File: src/rtl/cal_alarm_pkg.sv
package cal_alarm_pkg;
  localparam int BCD_W    = 8;
  localparam int A1_NF    = 6;
  localparam int A2_NF    = 3;
  localparam int N_ALARMS = 2;

  // a field passes when it is masked out or equals its alarm value
  function automatic logic field_pass(input logic [BCD_W-1:0] now_v,
                                      input logic [BCD_W-1:0] tgt_v,
                                      input logic dont_care);
    return dont_care | (now_v == tgt_v);
  endfunction

  // day field source: weekday when sel is set, else day of month
  function automatic logic [BCD_W-1:0] day_pick(input logic sel,
                                                input logic [BCD_W-1:0] wday,
                                                input logic [BCD_W-1:0] mday);
    return sel ? wday : mday;
  endfunction
endpackage

File: src/rtl/alarm_fields_cmp.sv
module alarm_fields_cmp
  import cal_alarm_pkg::*;
#(
  parameter int NF = 6
) (
  input  logic [NF-1:0][BCD_W-1:0] now_f,
  input  logic [NF-1:0][BCD_W-1:0] tgt_f,
  input  logic [NF-1:0]            mask_f,
  input  logic                     gate,
  input  logic                     tick,
  output logic                     hit_evt
);
  logic [NF-1:0] pass_vec;

  for (genvar g = 0; g < NF; g++) begin : g_field
    assign pass_vec[g] = field_pass(now_f[g], tgt_f[g], mask_f[g]);
  end

  assign hit_evt = tick & gate & (&pass_vec);
endmodule

File: src/rtl/alarm_flag.sv
module alarm_flag (
  input  logic clk,
  input  logic rst_n,
  input  logic hit_evt,
  input  logic clr,
  output logic flag_q
);
  always_ff @(posedge clk) begin
    if (!rst_n) flag_q <= 1'b0;
    else        flag_q <= hit_evt | (flag_q & ~clr);
  end

  assert_set_on_hit_R9: assert property (@(posedge clk) disable iff (!rst_n)
    hit_evt |=> flag_q);
  assert_sticky_R7: assert property (@(posedge clk) disable iff (!rst_n)
    (flag_q && !clr) |=> flag_q);
  assert_clear_R7: assert property (@(posedge clk) disable iff (!rst_n)
    (clr && !hit_evt) |=> !flag_q);
  assert_rise_needs_hit_R5: assert property (@(posedge clk) disable iff (!rst_n)
    $rose(flag_q) |-> $past(hit_evt));
endmodule

File: src/rtl/cal_alarm_match.sv
module cal_alarm_match
  import cal_alarm_pkg::*;
(
  input  logic             clk,
  input  logic             rst_n,
  input  logic             sec_tick,
  input  logic             status_rd,
  input  logic [BCD_W-1:0] now_sec,
  input  logic [BCD_W-1:0] now_min,
  input  logic [BCD_W-1:0] now_hour,
  input  logic [BCD_W-1:0] now_wday,
  input  logic [BCD_W-1:0] now_mday,
  input  logic [BCD_W-1:0] now_mon,
  input  logic [BCD_W-1:0] now_year,
  input  logic [BCD_W-1:0] a1_sec,
  input  logic [BCD_W-1:0] a1_min,
  input  logic [BCD_W-1:0] a1_hour,
  input  logic [BCD_W-1:0] a1_day,
  input  logic [BCD_W-1:0] a1_mon,
  input  logic [BCD_W-1:0] a1_year,
  input  logic [A1_NF-1:0] a1_mask,
  input  logic             a1_wday_sel,
  input  logic [BCD_W-1:0] a2_min,
  input  logic [BCD_W-1:0] a2_hour,
  input  logic [BCD_W-1:0] a2_day,
  input  logic [A2_NF-1:0] a2_mask,
  input  logic             a2_wday_sel,
  input  logic [N_ALARMS-1:0] irq_en,
  output logic [N_ALARMS-1:0] alarm_flags,
  output logic             irq_n
);
  logic [A1_NF-1:0][BCD_W-1:0] a1_now, a1_tgt;
  logic [A2_NF-1:0][BCD_W-1:0] a2_now, a2_tgt;
  logic [N_ALARMS-1:0]         hit_evt;
  logic                        top_of_minute;

  assign top_of_minute = (now_sec == '0);

  // field order is the mask bit order
  assign a1_now = {now_year, now_mon, day_pick(a1_wday_sel, now_wday, now_mday),
                   now_hour, now_min, now_sec};
  assign a1_tgt = {a1_year, a1_mon, a1_day, a1_hour, a1_min, a1_sec};
  assign a2_now = {day_pick(a2_wday_sel, now_wday, now_mday), now_hour, now_min};
  assign a2_tgt = {a2_day, a2_hour, a2_min};

  alarm_fields_cmp #(.NF(A1_NF)) u_cmp_full (
    .now_f(a1_now), .tgt_f(a1_tgt), .mask_f(a1_mask),
    .gate(1'b1), .tick(sec_tick), .hit_evt(hit_evt[0]));

  alarm_fields_cmp #(.NF(A2_NF)) u_cmp_reduced (
    .now_f(a2_now), .tgt_f(a2_tgt), .mask_f(a2_mask),
    .gate(top_of_minute), .tick(sec_tick), .hit_evt(hit_evt[1]));

  for (genvar k = 0; k < N_ALARMS; k++) begin : g_flag
    alarm_flag u_flag (
      .clk(clk), .rst_n(rst_n), .hit_evt(hit_evt[k]),
      .clr(status_rd), .flag_q(alarm_flags[k]));
  end

  assign irq_n = ~|(alarm_flags & irq_en);

  assert_quiet_without_event_R5: assert property (@(posedge clk) disable iff (!rst_n)
    (!sec_tick && !status_rd) |=> $stable(alarm_flags));
  assert_reduced_on_minute_R6: assert property (@(posedge clk) disable iff (!rst_n)
    $rose(alarm_flags[1]) |-> ($past(now_sec) == '0));
  assert_irq_needs_flag_R8: assert property (@(posedge clk) disable iff (!rst_n)
    !irq_n |-> (alarm_flags != '0));
endmodule

File: config.mk
export PLATFORM = sky130hd
export DESIGN_NAME = cal_alarm_match
export DESIGN_NICKNAME = d
export VERILOG_FILES = /design/src/rtl/cal_alarm_pkg.sv /design/src/rtl/alarm_fields_cmp.sv /design/src/rtl/alarm_flag.sv /design/src/rtl/cal_alarm_match.sv
export SDC_FILE = /design/constraint.sdc
export NUM_CORES = 1
export LEC_CHECK = 0
export ABC_AREA = 1
export ABC_CLOCK_PERIOD_IN_PS = 1250
export BUFFER_PORTS_ARGS = -buffer_cell sky130_fd_sc_hd__buf_4
export CAP_MARGIN = 20
export CORE_MARGIN = 2
export CORE_UTILIZATION = 37
export DETAILED_ROUTE_END_ITERATION = 10
export PLACE_DENSITY_LB_ADDON = 0.12
export SYNTH_ARGS = -nofsm -noshare
export SYNTH_HDL_FRONTEND = slang
export SYNTH_SLANG_ARGS = --single-unit
File: constraint.sdc
create_clock -name clk -period 1.25 [get_ports clk]
set_input_delay 0.125 -clock clk [delete_from_list [all_inputs] [get_ports clk]]
set_output_delay 0.125 -clock clk [all_outputs]
set_load 0.02 [all_outputs]
Word level (Yosys, flattened, before mapping)
Index checks and enable logic that the tools add are counted. Widths: inputs -> output; s select.

Mux-type cells: 2. Eq/ne operators: 9. Bitwise gates (word level): 18. Reduce and logical (&&, ||, !) cells: 5.

Operators with widths (count): $eq 8x8->1 (9); $mux 8 (2); $or 1x1->1 (11); $logic_not 8->1 (1); $reduce_and 6->1 (1); $and 1x1->1 (5); $reduce_and 3->1 (1); $and 2x2->2 (1); $reduce_or 2->1 (1); $logic_not 1->1 (1); $not 1->1 (1).

Input port bits: 145. Output and inout bits: 3. Bits in registers: 2. Word-level logic and storage cells: 36.

Logic depth before layout (Yosys ltp)
Word-level depth: 6. Gate-level depth with buffers: 12. Mapped depth without buffers: 12.

Hierarchy
Synthesis repeated with hierarchy kept, for this count alone.

Cells, all modules: 286. Area total of the unflattened synthesis: 1450.1 µm².

By module, submodules not included: alarm_fields_cmp at u_cmp_full (times used 1, seq. area each 0.0 µm², area each 714.4 µm², cells each 132); alarm_fields_cmp at u_cmp_reduced (times used 1, seq. area each 0.0 µm², area each 410.4 µm², cells each 88); cal_alarm_match (times used 1, seq. area each 0.0 µm², area each 237.7 µm², cells each 54); alarm_flag (times used 2, seq. area each 20.0 µm², area each 43.8 µm², cells each 6).

Worst setup path after synthesis
No wires, ideal clock.

Kind: input to register. Start point: input a2_wday_sel. End point: register g_flag[1].u_flag.flag_q. Arrival: 1.005 ns. Setup time: 0.066 ns. Setup slack: 0.179 ns. Path buffers: 2. Stages: 10. Required time: 1.184 ns. Path through: buf_6 > buf_12 > o21ai_2 > xnor2_1 > nand2_1 > nor2_1 > nand2_1 > nand2_1 > nand2_1 > a21oi_2.

Longest elaborated chain between the ends: 6.

Ends and longest elaborated chain: start: declaration (line cal_alarm_match.sv:27) `input logic a2_wday_sel,`; $mux 8 (line cal_alarm_pkg.sv:18) `return sel ? wday : mday;`; $eq 8x8->1 (line cal_alarm_pkg.sv:11) `return dont_care | (now_v == tgt_v);`; $or 1x1->1 (line cal_alarm_pkg.sv:11); $reduce_and 3->1 (line alarm_fields_cmp.sv:19) `assign hit_evt = tick & gate & (&pass_vec);`; $and 1x1->1 (line alarm_fields_cmp.sv:19); $or 1x1->1 (line alarm_flag.sv:10) `else flag_q <= hit_evt | (flag_q & ~clr);`; end signal: assignment (line alarm_flag.sv:10); end: declaration (line alarm_flag.sv:6) `output logic flag_q`.

Every way passes these cells. A chain may end at the register's enable or synchronous reset.

Final worst setup path
Start point: register g_flag[0].u_flag.flag_q. End point: output irq_n.

Longest elaborated chain between the ends: 3.

Ends and longest elaborated chain: start: declaration (line alarm_flag.sv:6); start signal: assignment (line alarm_flag.sv:10); $and 2x2->2 (line cal_alarm_match.sv:60) `assign irq_n = ~|(alarm_flags & irq_en);`; $reduce_or 2->1 (line cal_alarm_match.sv:60); $logic_not 1->1 (line cal_alarm_match.sv:60); end: declaration (line cal_alarm_match.sv:30) `output logic irq_n`.

Every way passes these cells.

==> summary.md <==
| Metric | Value |
|---|---|
| Power per cell area | 423 nW/um2 |
| GRT Total Usage | 0.210 |
| Syn_area_per_cell | 5.36 um2 |
| Worst-path clk slew | 0.03 ns |
| Data arrival, critical path | 0.91 ns |
| Fin util | 0.703 |
| DP Wirelength | 4430 um |
| Total routed wirelength | 4840 um |
| Post-Synth Adder-Cell Area | 0 |
| Hold Path Sink | g_flag[1].u_flag.flag_q$_SDFF_PN0_ |
| Post-layout instance count excluding filler cells | 469 |
| Slew HR | 0.827 |
| Sequential fraction of the synthesis area | 0.0270 |
| Final hold vios | 0 |
| Unique masters post-synth | 28 |
| Reg2reg start | g_flag[0].u_flag.flag_q$_SDFF_PN0_ |
| Register bit total from synthesis | 2 |
| Mapped Cells | 276 |
| Placed cell count | 466 |
| Run status | finished clean |
| Path type of the worst min-delay path | in -> reg |
| Share of cells above drive strength 1 | 0.385 |
| Postcts setup bufs | 0 |
| Input/output buffers | 147 |
| Design Power | 1.11 mW |
| Reg2reg setup slack | 0.63 ns |
| Worst-Skew Late Latency | 0.21 ns |
| Syn nets | 421 |
| Reg2Reg Depth | 2 |
| Area Growth Syn to Fin | 77.8% |
| Rows | 22 |
| Main combinational cell family by area after synthesis | simple AND/OR/NAND/NOR gates |
| Most common cell after layout, fill and taps aside | buf_4 |
| Final Hold Slack | 0.165 ns |
| PostCTS Resize Cnt | 0 |
| Post-Synth Simple-Gate Area | 0.432 |
| Die area | 4520 um2 |
| Biggest register | g_flag.u_flag.flag_q |
| Root buf cell | clkbuf_8 |
| Placed inst area | 2590 um2 |
| Maximum number of pins on one net before global-route repair | 18 |
| Final nets | 568 |
| VDD IR max | 0.285 mV |
| Vias in the first global route | 1,934 |
| Chip Height | 67.3 um |
| Crit path required time | 1.12 ns |
| YS warnings | 0 |
| Hold path start | rst_n |
| Crit-path max FO | 3 |
| Routed length per instance | 10.3 um |
| Leak | 1.45 nW |
| Biggest regs | g_flag.u_flag.flag_q x2 |
| Antenna violations before repair | 0 |
| CTS tree | done |
| Mux contribution to synthesized area | 0 |
| CP Class | reg -> out |
| Io pins | 148 |
| Pre-CTS setup slack | 0.0596 ns |
| Final setup viols | 0 |
| H-tree Lvls | 1 |
| Final Skew | 0 ns |
| CTS Buf Count | 3 |
| CP Capture Type | output pin |
| DRT Pass-1 Iters | 4 |
| RSZ-0062 raised after global routing | false |
| Synth Area in Compound Gates | 0.0828 |
| Clk buf depth | 2 |
| Tmin final | 1.03 ns |
| N_diodes | 0 |
| Final Cell Area | 2630 um2 |
| RePlAce Congestion | 0.830 |
| Hold path depth | 3 |
| PnR worst setup slack | 0.220 ns |
| Final TNS setup | 0 ns |
| Drt drc | 0 |
| # hold bufs at CTS | 0 |
| CTS Sinks | 2 |
| Initial drt markers | 41 |
| Post-synthesis xor/xnor area fraction | 0.314 |
| Core Area | 3740 um2 |
| CP startpoint kind | flop |
| Max reg flops | 2 |
| Commonest cells after routing, fill and taps aside | buf_4, nand2_1, xnor2_1, inv_1, nor2_1 |
| Starting Density | 0.395 |
| Total global routing overflow | 0 |
| Final period utilization | 0.824 |
| Max-cap violation count | 0 |
| Worst slew pin tran | 0.257 ns |
| Max Slew Vio Count | 0 |
| Antenna Nets Post-Route | 0 |
| Vias | 2,065 |
| Vias per inst | 4.40 |
| Max Fclk | 971 MHz |
| Worst flop-to-flop path endpoint | g_flag[0].u_flag.flag_q$_SDFF_PN0_ |
| Die Span X | 67.3 um |
| Post-synthesis instance area | 1480 um2 |
| Global-route wire length before repair | 7490 um |
[how the worst max path moves through the flow]
| stage | start | to | slack (ns) | cells past startpoint |
|---|---|---|---|---|
| 2_1_floorplan | a2_wday_sel | g_flag[1].u_flag.flag_q$_SDFF_PN0_ | 0.18 | 10 |
| 3_3_place_gp | a2_wday_sel | g_flag[1].u_flag.flag_q$_SDFF_PN0_ | 0.1 | 9 |
| 3_5_place_dp | a2_wday_sel | g_flag[1].u_flag.flag_q$_SDFF_PN0_ | 0.06 | 9 |
| 4_1_cts | g_flag[0].u_flag.flag_q$_SDFF_PN0_ | irq_n | 0.21 | 3 |
| 5_1_grt | a2_wday_sel | g_flag[1].u_flag.flag_q$_SDFF_PN0_ | 0.14 | 12 |
| 6_report | g_flag[0].u_flag.flag_q$_SDFF_PN0_ | irq_n | 0.22 | 3 |
[cells in the mapped netlist]
| library cell | count | area (um2) |
|---|---|---|
| a21oi_1 | 4 | 20.0 |
| nand3_1 | 9 | 45.0 |
| inv_4 | 1 | 6.26 |
| a22o_1 | 1 | 8.76 |
| xnor2_1 | 52 | 455 |
| xor2_1 | 1 | 8.76 |
| buf_4 | 3 | 22.5 |
| nand4_1 | 2 | 12.5 |
| a21boi_1 | 1 | 7.51 |
| nor2_1 | 25 | 93.8 |
| buf_6 | 1 | 11.3 |
| or2_1 | 1 | 6.26 |
| nand2_4 | 1 | 11.3 |
| nor4_1 | 1 | 6.26 |
| a21oi_2 | 1 | 8.76 |
| o21ai_2 | 4 | 35.0 |
| nand2_1 | 109 | 409 |
| inv_1 | 39 | 146 |
| o21ai_1 | 4 | 20.0 |
| clkinv_1 | 1 | 3.75 |
| nand2_2 | 3 | 18.8 |
| or2_0 | 1 | 6.26 |
| o21ai_0 | 2 | 10.0 |
| dfxtp_1 | 2 | 40.0 |
| o211ai_2 | 1 | 12.5 |
| nand3b_1 | 4 | 30.0 |
| buf_12 | 1 | 20.0 |
| inv_2 | 1 | 3.75 |
[worst max-delay path: stages, from the launching register on]
cell and delay, ns:
dfxtp_1 0.31, a22o_1 0.20, inv_1 0.05, buf_4 0.13
[cell type report]
type                       instances  area, um2
clock buffer                       3       41.3
fill                             357       1110
inverter                          42        160
multi-input combinational        227       1230
sequential                         2       40.0
tap                               48       60.1
timing repair buffer             147       1100
[power breakdown]
| group | total [mW] | switching (mW) | internal (mW) | leakage, nW |
|---|---|---|---|---|
| sequential | 0.0647 | 0.000138 | 0.0646 | 0.0161 |
| clock | 0.250 | 0.0466 | 0.203 | 0.0216 |
| combinational | 0.798 | 0.306 | 0.492 | 1.41 |
| total | 1.11 | 0.353 | 0.760 | 1.45 |
[routing by layer]
metal | share of wire | GRT usage | up-vias
met5 | 0 | 0 | -
met4 | 0.013 | 0.0561 | 0
met3 | 0.12 | 0.0550 | 8
met2 | 0.51 | 0.411 | 98
met1 | 0.36 | 0.217 | 843
li1 | - | - | 1116
[logic make-up (layout without fill, tap and decap cells)]
kind of cell	Yosys count	in the layout
buf+inv	47	192
flops	2	2
simple gates	156	156
compound gates	18	18
xor+xnor	53	53
No activity file was read; power rests on OpenSTA's default activity.
